File: config.mk
export PLATFORM = sky130hd
export DESIGN_NAME = ovs_accum
export DESIGN_NICKNAME = d
export VERILOG_FILES = /design/src/rtl/ovs_pkg.sv /design/src/rtl/ovs_seq_ctrl.sv /design/src/rtl/ovs_accum_dp.sv /design/src/rtl/ovs_shifter.sv /design/src/rtl/ovs_status.sv /design/src/rtl/ovs_accum.sv
export SDC_FILE = /design/constraint.sdc
export NUM_CORES = 1
export LEC_CHECK = 0
export BUFFER_PORTS_ARGS = -buffer_cell sky130_fd_sc_hd__buf_4
export CAP_MARGIN = 20
export CELL_PAD_IN_SITES_DETAIL_PLACEMENT = 0
export CELL_PAD_IN_SITES_GLOBAL_PLACEMENT = 1
export CORE_MARGIN = 10
export CORE_UTILIZATION = 42
export CTS_CLUSTER_SIZE = 30
export DETAILED_ROUTE_END_ITERATION = 6
export PLACE_DENSITY = 0.86
export SYNTH_ARGS = -nofsm -noshare
export SYNTH_HDL_FRONTEND = slang
export SYNTH_HIERARCHICAL = 1
export SYNTH_SLANG_ARGS = --single-unit
File: constraint.sdc
create_clock -name clk -period 1.55 [get_ports clk]
set_input_delay 0 -clock clk [delete_from_list [all_inputs] [get_ports clk]]
set_output_delay 0 -clock clk [all_outputs]
set_load 0.005 [all_outputs]
File: src/rtl/ovs_pkg.sv
package ovs_pkg;
  localparam int OVS_SAMPLE_W  = 12;
  localparam int OVS_RESULT_W  = 16;
  localparam int OVS_RATIO_W   = 3;
  localparam int OVS_SHIFT_W   = 4;
  localparam int OVS_MAX_SHIFT = 8;

  typedef enum logic [OVS_RATIO_W-1:0] {
    OVS_X2   = 3'd0,
    OVS_X4   = 3'd1,
    OVS_X8   = 3'd2,
    OVS_X16  = 3'd3,
    OVS_X32  = 3'd4,
    OVS_X64  = 3'd5,
    OVS_X128 = 3'd6,
    OVS_X256 = 3'd7
  } ovs_ratio_e;
endpackage

File: src/rtl/ovs_seq_ctrl.sv
module ovs_seq_ctrl #(
  parameter int RATIO_W = 3,
  parameter int SHIFT_W = 4,
  localparam int CNT_W  = 1 << RATIO_W
) (
  input  logic               clk,
  input  logic               rst_n,
  input  logic               enable,
  input  logic               clear,
  input  logic               smp_valid,
  input  logic [RATIO_W-1:0] ratio_in,
  input  logic [SHIFT_W-1:0] shift_in,
  output logic               take,
  output logic               first,
  output logic               last,
  output logic [SHIFT_W-1:0] shift_eff
);
  logic [CNT_W-1:0]   cnt_q, cnt_d;
  logic [RATIO_W-1:0] ratio_q, ratio_d;
  logic [SHIFT_W-1:0] shift_q, shift_d;
  logic [RATIO_W-1:0] ratio_eff;
  logic               flush;

  // Index of the final sample: 2^(code+1) - 1
  function automatic logic [CNT_W-1:0] last_index(input logic [RATIO_W-1:0] code);
    logic [CNT_W-1:0] m;
    for (int i = 0; i < CNT_W; i++) m[i] = (i <= int'(code));
    return m;
  endfunction

  always_comb begin
    flush     = clear | ~enable;
    take      = smp_valid & enable & ~clear;
    first     = (cnt_q == '0);
    ratio_eff = first ? ratio_in : ratio_q;
    shift_eff = first ? shift_in : shift_q;
    last      = take & (cnt_q == last_index(ratio_eff));

    cnt_d   = cnt_q;
    ratio_d = ratio_q;
    shift_d = shift_q;
    if (flush) begin
      cnt_d = '0;
    end else if (take) begin
      cnt_d = last ? '0 : cnt_q + CNT_W'(1);
      if (first) begin
        ratio_d = ratio_in;
        shift_d = shift_in;
      end
    end
  end

  always_ff @(posedge clk or negedge rst_n) begin
    if (!rst_n) begin
      cnt_q   <= '0;
      ratio_q <= '0;
      shift_q <= '0;
    end else begin
      cnt_q   <= cnt_d;
      ratio_q <= ratio_d;
      shift_q <= shift_d;
    end
  end
endmodule

File: src/rtl/ovs_accum_dp.sv
module ovs_accum_dp #(
  parameter int SAMPLE_W = 12,
  parameter int ACC_W    = 20
) (
  input  logic                clk,
  input  logic                rst_n,
  input  logic                flush,
  input  logic                take,
  input  logic                first,
  input  logic [SAMPLE_W-1:0] sample,
  output logic [ACC_W-1:0]    sum
);
  logic [ACC_W-1:0] acc_q, acc_d;

  always_comb begin
    sum   = (first ? '0 : acc_q) + ACC_W'(sample);
    acc_d = acc_q;
    if (flush)     acc_d = '0;
    else if (take) acc_d = sum;
  end

  always_ff @(posedge clk or negedge rst_n) begin
    if (!rst_n) acc_q <= '0;
    else        acc_q <= acc_d;
  end
endmodule

File: src/rtl/ovs_shifter.sv
module ovs_shifter #(
  parameter int ACC_W     = 20,
  parameter int SHIFT_W   = 4,
  parameter int MAX_SHIFT = 8,
  parameter int OUT_W     = 16,
  localparam int STG      = $clog2(MAX_SHIFT + 1)
) (
  input  logic [ACC_W-1:0]   din,
  input  logic [SHIFT_W-1:0] code,
  output logic [OUT_W-1:0]   dout
);
  logic [STG-1:0]   amt;
  logic [ACC_W-1:0] stage [0:STG];

  always_comb begin
    if (code > SHIFT_W'(MAX_SHIFT)) amt = STG'(MAX_SHIFT);
    else                            amt = STG'(code);
  end

  assign stage[0] = din;

  for (genvar j = 0; j < STG; j++) begin : g_stage
    assign stage[j+1] = amt[j] ? (stage[j] >> (1 << j)) : stage[j];
  end

  assign dout = OUT_W'(stage[STG]);
endmodule

File: src/rtl/ovs_status.sv
module ovs_status #(
  parameter int OUT_W = 16
) (
  input  logic             clk,
  input  logic             rst_n,
  input  logic             done,
  input  logic [OUT_W-1:0] res_in,
  input  logic             rd_strobe,
  input  logic             ovr_clr,
  input  logic             eoc_ie,
  input  logic             ovr_ie,
  output logic [OUT_W-1:0] result,
  output logic             result_valid,
  output logic             eoc_pulse,
  output logic             ovr_flag,
  output logic             irq
);
  logic [OUT_W-1:0] res_q, res_d;
  logic             val_q, val_d;
  logic             eoc_q, eoc_d;
  logic             ovr_q, ovr_d;

  always_comb begin
    res_d = done ? res_in : res_q;
    eoc_d = done;

    if (done)           val_d = 1'b1;
    else if (rd_strobe) val_d = 1'b0;
    else                val_d = val_q;

    if (done && val_q && !rd_strobe) ovr_d = 1'b1;
    else if (ovr_clr)                ovr_d = 1'b0;
    else                             ovr_d = ovr_q;
  end

  always_ff @(posedge clk or negedge rst_n) begin
    if (!rst_n) begin
      res_q <= '0;
      val_q <= 1'b0;
      eoc_q <= 1'b0;
      ovr_q <= 1'b0;
    end else begin
      res_q <= res_d;
      val_q <= val_d;
      eoc_q <= eoc_d;
      ovr_q <= ovr_d;
    end
  end

  assign result       = res_q;
  assign result_valid = val_q;
  assign eoc_pulse    = eoc_q;
  assign ovr_flag     = ovr_q;
  assign irq          = (eoc_q & eoc_ie) | (ovr_q & ovr_ie);
endmodule

File: src/rtl/ovs_accum.sv
module ovs_accum
  import ovs_pkg::*;
#(
  parameter int SAMPLE_W  = OVS_SAMPLE_W,
  parameter int RESULT_W  = OVS_RESULT_W,
  parameter int RATIO_W   = OVS_RATIO_W,
  parameter int SHIFT_W   = OVS_SHIFT_W,
  parameter int MAX_SHIFT = OVS_MAX_SHIFT
) (
  input  logic                clk,
  input  logic                rst_n,
  input  logic                enable,
  input  logic                clear,
  input  logic                smp_valid,
  input  logic [SAMPLE_W-1:0] smp_data,
  input  logic [RATIO_W-1:0]  ratio_sel,
  input  logic [SHIFT_W-1:0]  shift_sel,
  input  logic                rd_strobe,
  input  logic                ovr_clr,
  input  logic                eoc_ie,
  input  logic                ovr_ie,
  output logic [RESULT_W-1:0] result,
  output logic                result_valid,
  output logic                eoc_pulse,
  output logic                ovr_flag,
  output logic                irq
);
  localparam int LOG_MAX = 1 << RATIO_W;
  localparam int ACC_W   = SAMPLE_W + LOG_MAX;

  logic                rst_s0, rst_sync_n;
  logic                take, first, last;
  logic [SHIFT_W-1:0]  shift_eff;
  logic [ACC_W-1:0]    sum;
  logic [RESULT_W-1:0] res_next;

  // Reset: asserted asynchronously, released on the clock
  always_ff @(posedge clk or negedge rst_n) begin
    if (!rst_n) begin
      rst_s0     <= 1'b0;
      rst_sync_n <= 1'b0;
    end else begin
      rst_s0     <= 1'b1;
      rst_sync_n <= rst_s0;
    end
  end

  ovs_seq_ctrl #(.RATIO_W(RATIO_W), .SHIFT_W(SHIFT_W)) u_ctrl (
    .clk       (clk),
    .rst_n     (rst_sync_n),
    .enable    (enable),
    .clear     (clear),
    .smp_valid (smp_valid),
    .ratio_in  (ratio_sel),
    .shift_in  (shift_sel),
    .take      (take),
    .first     (first),
    .last      (last),
    .shift_eff (shift_eff)
  );

  ovs_accum_dp #(.SAMPLE_W(SAMPLE_W), .ACC_W(ACC_W)) u_dp (
    .clk    (clk),
    .rst_n  (rst_sync_n),
    .flush  (clear | ~enable),
    .take   (take),
    .first  (first),
    .sample (smp_data),
    .sum    (sum)
  );

  ovs_shifter #(
    .ACC_W(ACC_W), .SHIFT_W(SHIFT_W), .MAX_SHIFT(MAX_SHIFT), .OUT_W(RESULT_W)
  ) u_shift (
    .din  (sum),
    .code (shift_eff),
    .dout (res_next)
  );

  ovs_status #(.OUT_W(RESULT_W)) u_stat (
    .clk          (clk),
    .rst_n        (rst_sync_n),
    .done         (last),
    .res_in       (res_next),
    .rd_strobe    (rd_strobe),
    .ovr_clr      (ovr_clr),
    .eoc_ie       (eoc_ie),
    .ovr_ie       (ovr_ie),
    .result       (result),
    .result_valid (result_valid),
    .eoc_pulse    (eoc_pulse),
    .ovr_flag     (ovr_flag),
    .irq          (irq)
  );
endmodule

==> After elaboration in Yosys (flattened, before gate mapping) <==
Cells that the tools add are included.
{ "classes": {"n_addsub": 2, "magnitude_cmp": 8, "eq_ne": 1, "n_mux": 17, "bitwise_logic": 10, "reduce_logical": 8} }
{ "op_table": {"columns": ["op", "n"], "rows": [
  ["2-to-1 mux 20 bit", 6],
  ["2-to-1 mux 8 bit", 3],
  ["adder 20 x 12 -> 20 bit", 1],
  ["2-to-1 mux 16 bit", 1],
  ["less-or-equal comparator 3 bit (first input constant)", 4],
  ["adder 8 x 1 -> 8 bit (second input constant)", 1],
  ["== test 8 bit", 1],
  ["logical NOT 8 bit", 1],
  ["2-to-1 mux 4 bit", 2],
  ["less-or-equal comparator 2 x 3 -> 1 bit (first input constant)", 2],
  ["nonzero test 2 bit", 3],
  ["bitwise AND 1 bit", 5],
  ["> comparator 4 bit (second input constant)", 1],
  ["2-to-1 mux 1 bit", 4],
  ["less-or-equal comparator 1 x 3 -> 1 bit (first input constant)", 1],
  ["2-to-1 mux 3 bit", 1],
  ["NOT 1 bit", 3],
  ["logical AND 1 bit", 2],
  ["OR 1 bit", 2],
  ["AND reduction 2 bit", 1],
  ["logical NOT 1 bit", 1]
]} }
{ "totals": {"regBits": 56, "word_cells": 56} }

==> Longest topological paths before layout <==
{ "depth": {"ltp_word": 8, "ltp_mapped": 22, "mapped_depth_nobuf": 20} }

==> Cells and area by module <==
Netlist, hierarchy kept.
{ "by_module_without_submodules": {"columns": ["module", "n_inst", "cells_each", "area_per_inst_um2", "seq_area_each_um2"], "rows": [
  ["ovs_accum_dp", 1, 245, 1968.1, 500.5],
  ["ovs_seq_ctrl", 1, 130, 1161.1, 375.4],
  ["ovs_shifter", 1, 136, 1002.2, 0.0],
  ["ovs_status", 1, 42, 752.0, 475.5],
  ["ovs_accum", 1, 4, 60.1, 50.0]
]} }

==> Worst setup path before layout <==
No wires, ideal clock.
{ "synth_timing": {"path_kind": "register to register", "startpoint": "register u_ctrl.cnt_q[1]", "endpoint": "register u_stat.res_q[8] (netlist: u_stat/result[8])", "setup_ps": 125, "arrival_time_ps": 4490, "t_required_ps": 1425, "path_slack_ps": -3064, "stages_incl_launch_ff": 21, "path_buffers": 4, "cell_sequence": "dfrtp_1 -> inv_1 -> ha_1 -> nor3b_2 -> nand2_2 -> clkinv_2 -> buf_2 -> clkbuf_1 -> clkbuf_1 -> nor2b_1 -> ha_1 -> buf_2 -> a21oi_1 -> o21ai_0 -> a32oi_1 -> a21oi_1 -> xnor2_1 -> mux4_2 -> a2bb2oi_1 -> a22o_1 -> mux2_2"} }
{ "synth_via": {"word_cells_on_any_way": 20, "classes_between": "add/sub: 1; order compare: 8; eq/ne: 1; mux: 8; bitwise: 1; reduce/logical: 1"} }
{ "synth_rtl": {"columns": ["item", "line", "text"], "rows": [
  ["from (decl)", "ovs_seq_ctrl.sv:18", "logic [CNT_W-1:0] cnt_q, cnt_d;"],
  ["from (signal assigned)", "ovs_seq_ctrl.sv:59", "cnt_q <= cnt_d;"],
  ["logical NOT 8 bit", "ovs_seq_ctrl.sv:34", "first = (cnt_q == '0);"],
  ["via first", "ovs_accum.sv:32", "logic take, first, last;"],
  ["2-to-1 mux 20 bit", "ovs_accum_dp.sv:16", "sum = (first ? '0 : acc_q) + ACC_W'(sample);"],
  ["adder 20 x 12 -> 20 bit", "ovs_accum_dp.sv:16", null],
  ["via sum[15]", "ovs_accum.sv:34", "logic [ACC_W-1:0] sum;"],
  ["2-to-1 mux 20 bit (3 in series)", "ovs_shifter.sv:23", "assign stage[j+1] = amt[j] ? (stage[j] >> (1 << j)) : stage[j];"],
  ["2-to-1 mux 16 bit", "ovs_shifter.sv:23", null],
  ["via res_next[8]", "ovs_accum.sv:35", "logic [RESULT_W-1:0] res_next;"],
  ["to (signal assigned)", "ovs_status.sv:43", "res_q <= res_d;"],
  ["to (decl)", "ovs_status.sv:18", "logic [OUT_W-1:0] res_q, res_d;"]
]} }
The timed path passes the listed nets, and every way through them passes these cells.
A chain may end at the register's enable or synchronous reset.

==> Worst setup path after layout <==
Same ends and word-level chain as after synthesis.

==> flow_metrics.py <==
metrics = {
    "status": {
        "outcome": "finished, violations left",
        "violations": "setup timing",
    },
    "cells_and_area": {
        "area_delta_synth_final_pct": 63.9,
        "nNetsFinal": 821,
        "final_common_cell": "buf_4",
        "antenna_cells": 0,
        "fill_cells": 747,
        "drive_above_1_share": 0.544,
        "utilization": 0.707,
        "multiInputGateArea_sq_um": 4160,
        "seqCellArea_sq_um": 1400,
        "layout_common_cells": "196 x buf_4, 54 x dfrtp_1, 37 x nand2_1, 37 x nor2_1, 36 x buf_6",
    },
    "power": {
        "swShare": 0.326,
        "internal_power_mw": 2.87,
        "ir_drop_mv": 0.464,
        "p_sw_mw": 1.39,
        "power.density_nw_per_um2": 527,
        "combPwrFrac": 0.350,
        "pwr-share-seq": 0.365,
        "power_mw": 4.27,
        "clockPowerShare": 0.285,
        "leakagePower_nw": 3.64,
    },
    "min_path": {
        "min_path_type": "primary input to flip-flop",
        "hp-start": "rd_strobe",
        "hold_end": "u_stat/result_valid",
        "hold_depth": 3,
    },
    "clock_network": {
        "root_buffer": "clkbuf_16",
        "clk_pin_slew_ns": 0.08,
        "cts_buffers": 5,
        "clock_latency_ns": 0.30,
        "numClockSinks": 56,
        "cts_max_path_buffers": 2,
        "cts_tree": "yes",
        "htreeDepth": 2,
    },
    "sta": {
        "max_freq_mhz": 250,
        "setup_violations": 53,
        "finalMaxSlewViolations": 0,
        "period_needed_ns": 4.00,
        "finalSetupTns_ns": -74.04,
        "slew_headroom": 0.651,
        "hold_violations": 0,
        "setup_slack_ns": -2.45,
        "tightestPinTransition_ns": 0.523,
        "clock_skew_ns": 0.00956,
        "post-route-period-util": 2.58,
        "rsz0062_at_grt": "true",
    },
    "place": {
        "portBuffers": 47,
        "place.gp.congestion": 0.916,
        "dp_hpwl_microns": 12000,
    },
    "critical_path": {
        "reg2reg_to": "u_stat/result[8]",
        "crit_path_start_kind": "flip-flop",
        "rrSetupSlack_ns": -2.45,
        "r2r_start": "u_ctrl/cnt_q[1]",
        "cp_data_required_time_ns": 1.75,
        "arrival_ns": 4.20,
        "end_kind": "flip-flop",
        "reg2regPathDepth": 19,
        "crit_type": "flip-flop to flip-flop",
        "crit_fanout": 4,
    },
    "die": {
        "fp.dieArea_sq_um": 16500,
        "core-area_sq_um": 11500,
        "rows": 39,
        "initial_core_util": 0.431,
        "io_pins": 48,
        "dieWidth_microns": 128,
        "die_h_microns": 128,
    },
    "global_route": {
        "overflow": 0,
        "grt_max_degree": 55,
        "grt_usage": 0.193,
        "grt_pass1_vias": 5343,
        "grt_pass1_wl_microns": 26600,
        "antenna_found_initial": 0,
    },
    "yosys": {
        "synth_edf_count": 0,
        "synth.distinct_cells": 90,
        "syn-cell-area_sq_um": 4940,
        "synthFlopType": "dfrtp_1",
        "async_flop_share": 1.00,
        "syn-instance-count": 557,
        "yosysWarnings": 6,
        "ys_ff_latch": 56,
        "synth_seq_area_share": 0.283,
        "syn_area_per_cell_sq_um": 8.88,
        "syn-num-nets": 600,
    },
    "route": {
        "via_count": 5597,
        "via_per_inst": 6.07,
        "antenna_left": 0,
        "firstDrtPassIters": 5,
        "wl_microns": 19100,
        "wire_per_inst_microns": 20.7,
        "drt_iter0_drc": 676,
        "drc": 0,
    },
    "job": {
        "cap_violations": 0,
    },
}
-- layer usage --
layer	up-vias	track usage	share of wire
met2	283	0.343	0.51
met4	0	0.0524	0.038
met5	-	0	0
met3	79	0.0308	0.063
met1	2720	0.235	0.39
li1	2515	-	-
-- worst max-delay path: stages, from the launching register on --
cell,delay [ns]
dfrtp_1,0.38
inv_2,0.06
ha_4,0.15
nor3b_4,0.15
nand2_2,0.12
clkinv_4,0.10
nor2b_4,0.14
ha_4,0.16
inv_2,0.04
fa_2,0.37
nor2b_4,0.15
o21bai_4,0.07
a211o_1,0.33
a21oi_2,0.25
or2_4,0.20
xnor2_4,0.09
mux4_2,0.52
a2bb2oi_2,0.15
a22o_1,0.20
mux2_4,0.25
-- through the flow --
| step | instance area [sq um] | setup slack, ns | hold WS, ns | cells |
|---|---|---|---|---|
| after floorplan | 5210 | -2.48 | -0.296 | 557 |
| after global placement | 6740 | -2.19 | -0.217 | 873 |
| after detailed placement | 6740 | -2.37 | -0.214 | 873 |
| after CTS | 7380 | -2.26 | 0.000744 | 895 |
| after global routing | 8100 | -2.52 | 0.0254 | 922 |
| final | 8100 | -2.45 | 0.0135 | 922 |
-- final cells by class --
type | instances | area share
clock buffer | 5 | 0.0154
inverter | 25 | 0.0122
timing repair buffer | 246 | 0.261
sequential | 56 | 0.173
multi-input combinational | 444 | 0.514
tap | 143 | 0.0221
clock inverter | 3 | 0.00263
-- state kept, by name (all words and copies together) (netlist names) --
register	cells
u_stat/result_valid	1
rst_sync_n	1
u_ctrl/ratio_q	3
u_ctrl/cnt_q	8
u_dp/acc_q	20
u_stat/result	16
rst_s0	1
u_ctrl/shift_q	4
u_stat/eoc_pulse	1
u_stat/ovr_flag	1
-- how the worst max path moves through the flow --
stage / startpoint / to / slack (ns) / cells after the start
after floorplan: u_ctrl/cnt_q[1] / u_stat/result[8] / -2.48 / 20
after global placement: u_ctrl/cnt_q[1] / u_stat/result[8] / -2.19 / 19
after detailed placement: u_ctrl/cnt_q[1] / u_stat/result[8] / -2.37 / 19
after CTS: u_ctrl/cnt_q[1] / u_stat/result[8] / -2.26 / 19
after global routing: u_ctrl/cnt_q[1] / u_stat/result[8] / -2.52 / 18
final: u_ctrl/cnt_q[1] / u_stat/result[8] / -2.45 / 19
-- power by group through the flow --
stage	Clock [mW]	Combinational [mW]	Sequential [mW]
after global routing	1.29	1.59	1.56
after global placement	0	1.18	1.58
after floorplan	0	0.693	1.60
after CTS	1.24	1.34	1.55
final	1.22	1.49	1.56
after detailed placement	0	1.20	1.58
-- cells in the mapped netlist, drive strengths merged (5+ instances only) --
cell / instances / area (sq um)
o21a: 6 / 45.0
o21ai: 28 / 140
nand2b: 17 / 106
nor4: 7 / 80.1
a31oi: 7 / 43.8
buf: 19 / 143
inv: 22 / 82.6
a211oi: 5 / 37.5
clkbuf: 13 / 50.0
or4: 5 / 41.3
nand2: 50 / 190
nand3: 17 / 85.1
xnor2: 12 / 105
mux2: 32 / 394
nor2: 42 / 158
dfrtp: 56 / 1400
nor2b: 19 / 126
mux2i: 25 / 250
o211ai: 11 / 82.6
o21bai: 5 / 37.5
nor3: 8 / 40.0
a21o: 7 / 61.3
or3: 5 / 32.5
ha: 14 / 175
a311o: 5 / 50.1
a21oi: 28 / 148
and3: 12 / 76.3
-- what timing repair did --
action | 4_1_cts | 5_1_grt
gates cloned | 1 | 0
buffers inserted | 10 | 32
setup endpoints to repair | 53 | 53
resized for setup | 81 | 113
hold buffers | 4 | 0
endpoints found under the hold margin | 5 | 0
pin swaps | 19 | 50
-- cells by family after synthesis --
kind of cell | after synthesis | share of synthesized area
buffers and inverters | 57 | 0.0582
and+or+nand+nor | 198 | 0.214
DFF | 56 | 0.283
adders and majority gates | 15 | 0.0395
xor gates and xnor gates | 16 | 0.0283
other | 1 | 0.000759
muxes | 60 | 0.144
AOI/OAI and AO/OA | 154 | 0.231
Power figures use the tool's default switching activity.
